--- src/rtl/supervisor_pkg.sv ---
package supervisor_pkg;

  typedef enum logic {
    WD_STARTUP = 1'b0,
    WD_NORMAL  = 1'b1
  } wd_phase_t;

  function automatic int cnt_width(input int limit);
    return (limit > 1) ? $clog2(limit) : 1;
  endfunction

endpackage

--- src/rtl/tick_prescaler.sv ---
module tick_prescaler #(
  parameter int DIV = 50000
) (
  input  logic clk,
  input  logic rst,
  input  logic clr,
  output logic tick
);
  localparam int CW = supervisor_pkg::cnt_width(DIV);

  logic [CW-1:0] cnt;

  assign tick = (cnt == CW'(DIV - 1));

  always_ff @(posedge clk) begin
    if (rst || clr || tick) cnt <= '0;
    else                    cnt <= cnt + 1'b1;
  end

  // the divider never runs past its terminal count
  p_div_range_r3: assert property (@(posedge clk) disable iff (rst)
    cnt <= CW'(DIV - 1));
endmodule

--- src/rtl/level_sync.sv ---
module level_sync #(
  parameter int         W       = 1,
  parameter logic [W-1:0] RST_VAL = '0
) (
  input  logic         clk,
  input  logic         rst,
  input  logic [W-1:0] d,
  output logic [W-1:0] q
);
  for (genvar i = 0; i < W; i++) begin : g_bit
    logic s1, s2;
    always_ff @(posedge clk) begin
      if (rst) begin
        s1 <= RST_VAL[i];
        s2 <= RST_VAL[i];
      end else begin
        s1 <= d[i];
        s2 <= s1;
      end
    end
    assign q[i] = s2;
  end
endmodule

--- src/rtl/release_timer.sv ---
module release_timer #(
  parameter int RST_TICKS = 140
) (
  input  logic clk,
  input  logic rst,
  input  logic fault,
  input  logic tick,
  output logic hold
);
  localparam int TW = supervisor_pkg::cnt_width(RST_TICKS + 1);

  logic [TW-1:0] tcnt;

  always_ff @(posedge clk) begin
    if (rst) begin
      hold <= 1'b1;
      tcnt <= '0;
    end else if (fault) begin
      hold <= 1'b1;
      tcnt <= '0;
    end else if (hold && tick) begin
      if (tcnt == TW'(RST_TICKS - 1)) begin
        hold <= 1'b0;
        tcnt <= '0;
      end else begin
        tcnt <= tcnt + 1'b1;
      end
    end
  end

  // any fault sets the hold on the next edge
  p_fault_holds_r1: assert property (@(posedge clk) disable iff (rst)
    fault |=> hold);
  // release only at the last tick of a clean count
  p_release_after_count_r3: assert property (@(posedge clk) disable iff (rst)
    $fell(hold) |-> ($past(tcnt) == TW'(RST_TICKS - 1) && !$past(fault)));
endmodule

--- src/rtl/watchdog_core.sv ---
module watchdog_core #(
  parameter int WD_TICKS       = 1600,
  parameter int WD_START_TICKS = 54000
) (
  input  logic clk,
  input  logic rst,
  input  logic hold_i,
  input  logic wd_en,
  input  logic strobe_lvl,
  input  logic tick,
  output logic pre_clr,
  output logic bite
);
  import supervisor_pkg::*;

  localparam int MAXT = (WD_START_TICKS > WD_TICKS) ? WD_START_TICKS : WD_TICKS;
  localparam int WCW  = cnt_width(MAXT + 1);

  logic           prev_lvl;
  logic           strobe_edge;
  logic [WCW-1:0] wcnt;
  logic [WCW-1:0] lim;
  wd_phase_t      phase;

  always_ff @(posedge clk) begin
    if (rst) prev_lvl <= 1'b0;
    else     prev_lvl <= strobe_lvl;
  end

  assign strobe_edge = strobe_lvl ^ prev_lvl;
  assign pre_clr     = hold_i || !wd_en || strobe_edge;
  assign lim = (phase == WD_STARTUP) ? WCW'(WD_START_TICKS - 1) : WCW'(WD_TICKS - 1);

  always_ff @(posedge clk) begin
    if (rst) begin
      wcnt  <= '0;
      phase <= WD_STARTUP;
      bite  <= 1'b0;
    end else begin
      bite <= 1'b0;
      if (hold_i || !wd_en) begin
        wcnt  <= '0;
        phase <= WD_STARTUP;
      end else if (strobe_edge) begin
        wcnt  <= '0;
        phase <= WD_NORMAL;
      end else if (tick) begin
        if (wcnt == lim) begin
          wcnt <= '0;
          bite <= 1'b1;
        end else begin
          wcnt <= wcnt + 1'b1;
        end
      end
    end
  end

  // either strobe edge clears the count and ends the startup window
  p_edge_clears_r5: assert property (@(posedge clk) disable iff (rst)
    (strobe_edge && !hold_i && wd_en) |=> (wcnt == '0 && phase == WD_NORMAL));
  // a reset restores the startup state
  p_reset_clears_r9: assert property (@(posedge clk) disable iff (rst)
    hold_i |=> (wcnt == '0 && phase == WD_STARTUP && !bite));
  // disabled watchdog never bites
  p_disabled_no_bite_r8: assert property (@(posedge clk) disable iff (rst)
    !wd_en |=> !bite);
  // a bite is a single-cycle pulse
  p_bite_pulse_r6: assert property (@(posedge clk) disable iff (rst)
    bite |=> !bite);
endmodule

--- src/rtl/supervisor_reset_seq.sv ---
module supervisor_reset_seq #(
  parameter int N_RAILS        = 4,
  parameter int TICK_DIV       = 50000,
  parameter int RST_TICKS      = 140,
  parameter int WD_TICKS       = 1600,
  parameter int WD_START_TICKS = 54000
) (
  input  logic               clk,
  input  logic               rst,
  input  logic [N_RAILS-1:0] rail_ok,
  input  logic               mr_n,
  input  logic               wd_strobe,
  input  logic               wd_en,
  output logic               sys_rst_n
);
  logic [1:0] sync_q;
  logic       mr_q, strobe_q;
  logic       fault, hold, bite;
  logic       rel_tick, wd_tick, wd_clr;

  level_sync #(.W(2), .RST_VAL(2'b00)) u_sync (
    .clk(clk), .rst(rst), .d({wd_strobe, mr_n}), .q(sync_q)
  );
  assign mr_q     = sync_q[0];
  assign strobe_q = sync_q[1];

  assign fault = !(&rail_ok) || !mr_q || bite;

  tick_prescaler #(.DIV(TICK_DIV)) u_rel_div (
    .clk(clk), .rst(rst), .clr(fault), .tick(rel_tick)
  );

  release_timer #(.RST_TICKS(RST_TICKS)) u_release (
    .clk(clk), .rst(rst), .fault(fault), .tick(rel_tick), .hold(hold)
  );

  tick_prescaler #(.DIV(TICK_DIV)) u_wd_div (
    .clk(clk), .rst(rst), .clr(wd_clr), .tick(wd_tick)
  );

  watchdog_core #(.WD_TICKS(WD_TICKS), .WD_START_TICKS(WD_START_TICKS)) u_wd (
    .clk(clk), .rst(rst), .hold_i(hold), .wd_en(wd_en), .strobe_lvl(strobe_q),
    .tick(wd_tick), .pre_clr(wd_clr), .bite(bite)
  );

  assign sys_rst_n = !hold;

  // a bad rail forces reset on the next edge
  p_rail_forces_reset_r1: assert property (@(posedge clk) disable iff (rst)
    !(&rail_ok) |=> !sys_rst_n);
  // synchronized manual request forces reset
  p_manual_forces_reset_r2: assert property (@(posedge clk) disable iff (rst)
    !mr_q |=> !sys_rst_n);
  // a bite forces reset
  p_bite_forces_reset_r6: assert property (@(posedge clk) disable iff (rst)
    bite |=> !sys_rst_n);
endmodule

--- config.mk ---
export PLATFORM = sky130hd
export DESIGN_NAME = supervisor_reset_seq
export DESIGN_NICKNAME = d
export VERILOG_FILES = /design/src/rtl/supervisor_pkg.sv /design/src/rtl/tick_prescaler.sv /design/src/rtl/level_sync.sv /design/src/rtl/release_timer.sv /design/src/rtl/watchdog_core.sv /design/src/rtl/supervisor_reset_seq.sv
export SDC_FILE = /design/constraint.sdc
export NUM_CORES = 1
export LEC_CHECK = 0
export ABC_AREA = 1
export BUFFER_PORTS_ARGS = -buffer_cell sky130_fd_sc_hd__buf_2
export CORE_ASPECT_RATIO = 1.75
export CORE_MARGIN = 10
export CORE_UTILIZATION = 30
export CTS_BUF_LIST = sky130_fd_sc_hd__clkbuf_4
export DETAILED_ROUTE_END_ITERATION = 8
export HOLD_SLACK_MARGIN = 0.05
export PLACE_DENSITY = 0.45
export SYNTH_ARGS = -nofsm -noshare
export SYNTH_HDL_FRONTEND = slang
export SYNTH_SLANG_ARGS = --single-unit
--- constraint.sdc ---
create_clock -name clk -period 3 [get_ports clk]
set_input_delay 0.15 -clock clk [delete_from_list [all_inputs] [get_ports clk]]
set_output_delay 0.15 -clock clk [all_outputs]
set_load 0.03 [all_outputs]
======== Yosys cells after proc, flatten, opt, wreduce, memory -nomap -nowiden ========
Index checks and enable logic that the tools add are counted.
storage, ports and cells
  bits of input ports ..................... 9
  flip-flop bits (word level) ............. 64
  output and inout bits ................... 1
  word-level logic and storage cells ...... 45
cells by class
  $add $sub $neg .......................... 4
  bitwise logic cells ..................... 2
  eq/ne operators ......................... 4
  reduce and logical (&&, ||, !) cells .... 19
  muxes and demuxes ....................... 4
operator list
  operator                                       count
  adder 16 x 1 -> 16 bit, second input constant  3
  == test 16 bit, second input constant          2
  two-way mux 16 bit                             2
  == test 16 bit                                 1
  adder 8 x 1 -> 8 bit, second input constant    1
  == test 8 bit, second input constant           1
  logical OR 1 bit                               8
  two-way mux 8 bit                              1
  zero test 1 bit                                4
  AND reduction 4 bit                            1
  OR reduction 2 bit                             2
  OR reduction 4 bit                             1
  OR reduction 3 bit                             1
  AND reduction 2 bit                            1
  logical AND 1 bit                              1
  two-way mux 1 bit                              1
  inverter 1 bit                                 1
  bitwise XOR 1 bit                              1

======== Logic depth before layout (Yosys ltp) ========
Gate-level depths: netlist of run 1.
  word-level depth ........................ 6
  mapped depth ............................ 12
  mapped depth without buffers ............ 11

======== Cells and area by module ========
From an unflattened synthesis of run 1, not the netlist that was laid out.
unflattened totals
  cells, all modules ...................... 501
  area total of the unflattened synthesis .. 3359.5 µm²
by module, submodules not included
  module                area each (µm²)  cells each  times used  sequential area each (µm²)
  tick_prescaler        857.1            129         2           320.3
  watchdog_core         1037.2           155         1           380.4
  release_timer         456.7            67          1           180.2
  level_sync            125.1            14          1           80.1
  supervisor_reset_seq  26.3             7           1           0.0

======== Worst setup path after synthesis of run 1 ========
Ideal clock, no wire load.
  kind .................................... register to register
  from .................................... register u_wd_div.cnt[0]
  to ...................................... register u_wd.wcnt[14]
  slack ................................... 1.582 ns
  arrival ................................. 1.306 ns
  required time ........................... 2.888 ns
  clock period less this slack ............ 1.418 ns
  stages on the path, launching flop included .. 12
  path buffers ............................ 1
  library setup time ...................... 0.112 ns
  path through ............................ dfxtp_1 -> ha_1 -> nand2_1 -> inv_2 -> nand2_2 -> nor2_2 -> inv_2 -> nor2_8 -> buf_6 -> nand4_1 -> nand2_1 -> nor2_2
between the ends
  cells in the longest elaborated chain, start to end .. 1
ends and longest elaborated chain
  item                      RTL line              text
  start: declaration        tick_prescaler.sv:11  logic [CW-1:0] cnt;
  start signal: assignment  tick_prescaler.sv:17  else cnt <= cnt + 1'b1;
  == test 16 bit            tick_prescaler.sv:13  assign tick = (cnt == CW'(DIV - 1));
  end signal: assignment    watchdog_core.sv:52   wcnt <= wcnt + 1'b1;
  end: declaration          watchdog_core.sv:21   logic [WCW-1:0] wcnt;
Every way passes these cells.
A chain may end at the register's enable or synchronous reset.

======== Worst setup path in the final report of run 1 ========
  from .................................... register u_wd_div.cnt[0]
  to ...................................... register u_wd.wcnt[7]
The elaborated chain is that of the path after synthesis.

==> results of run 1 <==
==> metal layers <==
metal | GRT usage | up-vias | routed length, um
li1 | - | 1616 | -
met1 | 0.104 | 1351 | 3100
met2 | 0.182 | 58 | 4150
met3 | 0.0276 | 28 | 324
met4 | 0.0700 | 0 | 335
met5 | 0 | - | 0
==> cell usage after synthesis (3+ instances only) <==
master   number
inv_2        10
o21ai_0       3
a21oi_1      22
xor2_1       13
nand4_1      17
o21ai_1       4
nand3_1      39
nor3_1       16
inv_1        51
nand2_2       4
dfxtp_1      64
nor2_2        7
nand2_1     133
ha_1          4
nor2_1       84
==> placed cells by master, fill, tap and decap left out, types with 2 or more instances in the layout <==
cell type,count
ha_1,4
inv_1,51
dfxtp_1,64
o21ai_1,4
clkinv_1,6
dlygate4sd3_1,5
nor3_1,16
nand2_1,133
nor2_4,2
clkbuf_4,10
inv_2,10
buf_2,9
nand3_1,39
nor2_2,7
xor2_1,13
nand4_1,17
xnor2_1,2
nor3b_2,2
nor2_1,84
a21oi_1,22
nand3b_1,2
o21ai_0,3
nor3_2,2
nand2_2,4
==> power by group through the flow <==
stage	Combinational, uW	Sequential (uW)	Clock [uW]
floorplan	4.97	872	0
global placement	11.7	872	0
detailed placement	12.2	873	0
CTS	17.1	853	594
global route	18.9	854	641
finish	16.8	853	574
==> layout make-up <==
class                           count  area (um2)
Timing Repair Buffer               14        95.1
Fill cell                        1230        7360
Clock buffer                       10        75.1
Antenna cell                        1        2.50
Tap cell                          132         165
Inverter                           64         243
Sequential cell                    64        1280
Clock inverter                      6        50.0
Multi-Input combinational cell    365        1770
==> registers in the layout, summed over array words and instances (netlist names) <==
| name | cells |
|---|---|
| u_wd.prev_lvl | 1 |
| u_wd.phase | 1 |
| u_sync.g_bit.s2 | 2 |
| u_release.tcnt | 8 |
| u_wd.bite | 1 |
| u_sync.g_bit.s1 | 2 |
| u_release.hold | 1 |
| u_wd_div.cnt | 16 |
| u_wd.wcnt | 16 |
| u_rel_div.cnt | 16 |
==> cells by family (layout without fill, tap and decap cells) <==
logic type | Yosys count | count (layout)
AND/OR/NAND/NOR | 316 | 316
buffers and inverters | 70 | 94
flip-flops | 64 | 64
AO/OA/AOI/OAI | 30 | 30
XOR/XNOR | 15 | 15
adder cells (fa/ha/maj) | 4 | 4
other | 0 | 1
==> metrics by stage <==
step | cells | util
4_1_cts | 655 | 0.333
5_1_grt | 656 | 0.333
3_5_place_dp | 634 | 0.317
6_report | 656 | 0.333
3_3_place_gp | 634 | 0.317
2_1_floorplan | 499 | -
==> tightest hold or removal path, stage by stage <==
cell and delay (ns):
buf_2 0.10, nand3_1 0.10, o21bai_1 0.11, inv_1 0.03
==> path summary, 6_finish.rpt <==
kind | startpoint | end | depth (start not counted)
max | u_wd_div.cnt[0] | u_wd.wcnt[7] | 10
min | wd_en | u_wd.phase | 4
max reg2reg | u_wd_div.cnt[0] | u_wd.wcnt[7] | 10
min reg2reg | u_sync.g_bit[0].s1 | u_sync.g_bit[0].s2 | 2
==> flow_metrics.env, run 1 <==
export IMPL_synthAdderAreaFrac=0.0150
export IMPL_p_clk_frac=0.398
export IMPL_status="finished, final reports clean"
export IMPL_grt_pass1_vias=2953
export IMPL_area_delta_synth_final_pct=10.1
export IMPL_die_area_um2=15900
export IMPL_num_rows=51
export IMPL_clk_latency_ns=0.45
export IMPL_syn_inst=499
export IMPL_grt_pass1_wl_um=13400
export IMPL_post_cts_setup_buffer_count=0
export IMPL_core_region_area_um2=11000
export IMPL_critPathKind="reg -> reg"
export IMPL_dieWidth_um=99.8
export IMPL_slew_headroom=0.707
export IMPL_antenna_found_initial=1
export IMPL_synth_avg_cell_area_um2=6.70
export IMPL_fin_ws_ns=1.30
export IMPL_final_max_slew_violation_count=0
export IMPL_vias=3053
export IMPL_start_kind="register"
export IMPL_dp_slack_ns=1.27
export IMPL_max_stage_delay_ns=0.37
export IMPL_synth_edf_count=0
export IMPL_grt_overflow=0
export IMPL_syn_cell_area_um2=3340
export IMPL_final_setup_viol_count=0
export IMPL_slowest_stage="dfxtp_1"
export IMPL_synthXorXnorAreaFrac=0.0393
export IMPL_ys_warn_count=0
export IMPL_post_route_period_util=0.568
export IMPL_fin_area_um2=3680
export IMPL_critPathMaxFanout=17
export IMPL_post_dp_cell_area_um2=3500
export IMPL_internal_power_uw=1110
export IMPL_setup_tns_ns=0
export IMPL_grt_use_total=0.104
export IMPL_tightest_slew_ns=0.439
export IMPL_crit_path_end_kind="register"
export IMPL_peakVddDrop_mv=0.176
export IMPL_cts_sinks=64
export IMPL_async_reset_ff_frac=0
export IMPL_synth_area_top_cells="dfxtp_1, nand2_1, nor2_1"
export IMPL_fin_crit_ns=1.70
export IMPL_hold_violations=0
export IMPL_whs_ns=0.0834
export IMPL_synth_top_family_by_area="simple AND/OR/NAND/NOR gates"
export IMPL_numCtsBuffers=9
export IMPL_dp_hpwl_um=6040
export IMPL_holdBufCountCts=5
export IMPL_max_clock_path_buffers=2
export IMPL_start_util=0.303
export IMPL_ant_nets=0
export IMPL_place_gp_congestion=0.943
export IMPL_crit_chain="ha_1 > nand2_1 > inv_2 > nand2_2 > nor2_1 > nand3_2 > nand2_4 > nand2_2 > inv_4 > nor2_1"
export IMPL_drc=0
export IMPL_p_total_uw=1440
export IMPL_fin_skew_ns=0.0164
export IMPL_htreeDepth=3
export IMPL_die_y_um=160
export IMPL_yosys_area_top_type="dfxtp_1"
export IMPL_seqPwrFrac=0.591
export IMPL_p_sw_uw=331
export IMPL_grt_max_degree=24
export IMPL_hold_class="in -> reg"
export IMPL_path_clk_slew_ns=0.10
export IMPL_fmax_mhz=587
export IMPL_cts_resized_gates=0
export IMPL_port_buffers=9
export IMPL_firstDrtPassIters=4
export IMPL_io_pins=10
export IMPL_final_nets=531
export IMPL_synth_compound_area_frac=0.0457
export IMPL_via_per_inst=4.65
export IMPL_muxShareOfSynthArea=0
export IMPL_synth_simple_area_share=0.429
export IMPL_critical_path_top_delay_family="simple AND/OR/NAND/NOR gates"
export IMPL_synth_yosys_seq_area_share=0.383
export IMPL_ys_seq_elements=64
export IMPL_wl_um=7910
export IMPL_swShare=0.229
export IMPL_cellPowerDensity_nw_per_um2=392
export IMPL_crit_buf_inv=2
export IMPL_power_frac_comb=0.012
export IMPL_synth_cell_types=35
export IMPL_rrSetupSlack_ns=1.30
export IMPL_wl_per_cell_um=12.1
export IMPL_maxCapViolations=0
export IMPL_postSynthNetCount=512
export IMPL_crit_required_ns=3.35
export IMPL_cts_tree="built"
export IMPL_synthFlopType="dfxtp_1"
export IMPL_leakage_uw=0.00134
export IMPL_final_layout_size_suffix_gt1_frac=0.103
export IMPL_netlist_area_leader_share=0.383
export IMPL_rsz0062_at_grt="no"
export IMPL_cts_root_buf="clkbuf_4"
export IMPL_arrival_ns=2.05
export IMPL_first_iter_violations=145
Note: power is estimated with default switching activity, not from simulation.
==> inputs of run 2 (changes only) <==
Clock period 3 ns to 1.6 ns, I/O delays scaled along.
==> run 2 against run 1 <==
Combinational power increased by 98%; via count increased by 2.2%; die area is the same; count of clock-buffer cells in the layout shrank 1; clock skew is 0.0016 ns lower; power rose by 79%; final cell count up 3.0%; sequential power grew 88%; non-clock buffer count up 17.
==> flow_metrics.env, run 2 (synthesis results as in run 1) <==
export IMPL_status="finished, final reports clean"
export IMPL_clk_latency_ns=0.43
export IMPL_final_cells=676
export IMPL_crit_buf_inv=2
export IMPL_start_util=0.303
export IMPL_wl_per_cell_um=11.9
export IMPL_leakage_uw=0.00142
export IMPL_regArea_um2=1290
export IMPL_arrival_ns=1.89
export IMPL_place_inst=648
export IMPL_place_gp_congestion=0.832
export IMPL_area_delta_synth_final_pct=18.1
export IMPL_die_y_um=160
export IMPL_path_clk_slew_ns=0.12
export IMPL_grt_use_total=0.0993
export IMPL_via_per_inst=4.61
export IMPL_cts_root_buf="clkbuf_4"
export IMPL_drc=0
export IMPL_grt_pass1_wl_um=13000
export IMPL_grt_pass1_vias=2904
export IMPL_cts_sinks=64
export IMPL_reg_largest_list="u_rel_div.cnt: 16 flops, u_wd.wcnt: 16 flops, u_wd_div.cnt: 16 flops"
export IMPL_critPathMaxFanout=6
export IMPL_tightest_slew_ns=0.334
export IMPL_fin_skew_ns=0.0148
export IMPL_grt_max_degree=24
export IMPL_crit_required_ns=1.98
export IMPL_max_clock_path_buffers=2
export IMPL_start_kind="register"
export IMPL_cp_num_cells=11
export IMPL_port_buffers=9
export IMPL_post_route_util=0.357
export IMPL_whs_ns=0.0871
export IMPL_antenna_found_initial=1
export IMPL_numCtsBuffers=9
export IMPL_multiInputGateArea_um2=1890
export IMPL_vias=3119
export IMPL_fin_crit_ns=1.51
export IMPL_reg2regPathDepth=11
export IMPL_io_pins=10
export IMPL_grt_overflow=0
export IMPL_crit_chain="ha_4 > nand2_2 > inv_4 > nand2_4 > nor2_4 > clkinv_4 > nor2_4 > nand3_1 > nand2_1 > nand2_1 > nor2_1"
export IMPL_die_area_um2=15900
export IMPL_whs_path_depth=5
export IMPL_htreeDepth=3
export IMPL_dieWidth_um=99.8
export IMPL_final_max_slew_violation_count=0
export IMPL_core_region_area_um2=11000
export IMPL_fillers=1201
export IMPL_hold_violations=0
export IMPL_first_iter_violations=141
export IMPL_layout_common_cells="nand2_1, nor2_1, dfxtp_1, inv_1, nand3_1"
export IMPL_cts_tree="built"
export IMPL_ant_nets=0
export IMPL_max_stage_delay_ns=0.38
export IMPL_final_layout_size_suffix_gt1_frac=0.186
export IMPL_rsz0062_at_grt="yes"
export IMPL_hold_class="in -> reg"
export IMPL_fmax_mhz=662
export IMPL_critical_path_top_delay_family="simple AND/OR/NAND/NOR gates"
export IMPL_cellPowerDensity_nw_per_um2=656
export IMPL_crit_path_end_kind="register"
export IMPL_num_rows=51
export IMPL_post_route_period_util=0.944
export IMPL_final_common_cell="nand2_1"
export IMPL_dp_hpwl_um=5940
export IMPL_wl_um=8060
export IMPL_final_nets=551
export IMPL_peakVddDrop_mv=0.248
export IMPL_maxCapViolations=0
export IMPL_final_setup_viol_count=0
export IMPL_slew_headroom=0.777
export IMPL_slowest_stage="dfxtp_4"
export IMPL_critPathKind="reg -> reg"
export IMPL_firstDrtPassIters=4
run 2: changes by cell type in the layout (fill, tap and decap cells not counted), moves of 5 or more:
cell	delta
nor2_4	+5
nor2_1	-5
dfxtp_2	+5
buf_4	+16
dfxtp_1	-6
run 2: path summary, 6_finish.rpt:
path	start	end	slack, ns
hold / removal	rail_ok[2]	u_release.tcnt[6]	0.09
setup / recovery	u_wd_div.cnt[0]	u_wd.wcnt[12]	0.09
setup reg to reg	u_wd_div.cnt[0]	u_wd.wcnt[12]	0.09
hold reg to reg	u_sync.g_bit[0].s1	u_sync.g_bit[0].s2	0.41
run 2: final cells by class:
type | count | area share
well taps | 132 | 0.0419
multi-input cells | 368 | 0.480
flip-flops and latches | 64 | 0.327
repair buffers | 31 | 0.0571
clock buffers | 9 | 0.0171
inverters | 64 | 0.0640
clock inverters | 7 | 0.0124
diodes | 1 | 0.000634
run 2: metrics by stage:
step	worst slack, ns	instance area [um2]	setup TNS [ns]	power, uW
2_1_floorplan	0.182	3340	0	1640
3_3_place_gp	0.0356	3610	0	1660
3_5_place_dp	0.0198	3610	0	1660
4_1_cts	0.00689	3780	0	2670
5_1_grt	-0.0330	3950	-0.122	2720
6_report	0.0904	3950	0	2590
run 2: report_power, final:
group          internal (uW)  switching [uW]
registers               1600            1.89
clock network            314             645
logic                   20.4            12.8
run 2: timing repair:
| action | in CTS | in global routing |
|---|---|---|
| resized for setup | 0 | 37 |
| buffers inserted | 0 | 2 |
| hold buffers | 6 | 0 |
| pin swaps | 1 | 7 |
| cloned | 0 | 3 |
| endpoints found under the setup margin | 1 | 40 |
| endpoints found under the hold margin | 6 | 0 |
run 2: worst register-to-register path, cell delays in order (launching register included):
cell and delay, ns:
dfxtp_4 0.38, ha_4 0.14, nand2_2 0.06, inv_4 0.08
nand2_4 0.06, nor2_4 0.14, clkinv_4 0.13, nor2_4 0.19
nand3_1 0.11, nand2_1 0.07, nand2_1 0.04, nor2_1 0.07
run 2: metal layers:
metal / up-vias / share of wire / global-route usage
met5: - / 0 / 0
li1: 1671 / - / -
met1: 1396 / 0.39 / 0.0968
met4: 0 / 0.026 / 0.0497
met3: 16 / 0.028 / 0.0315
met2: 36 / 0.56 / 0.180
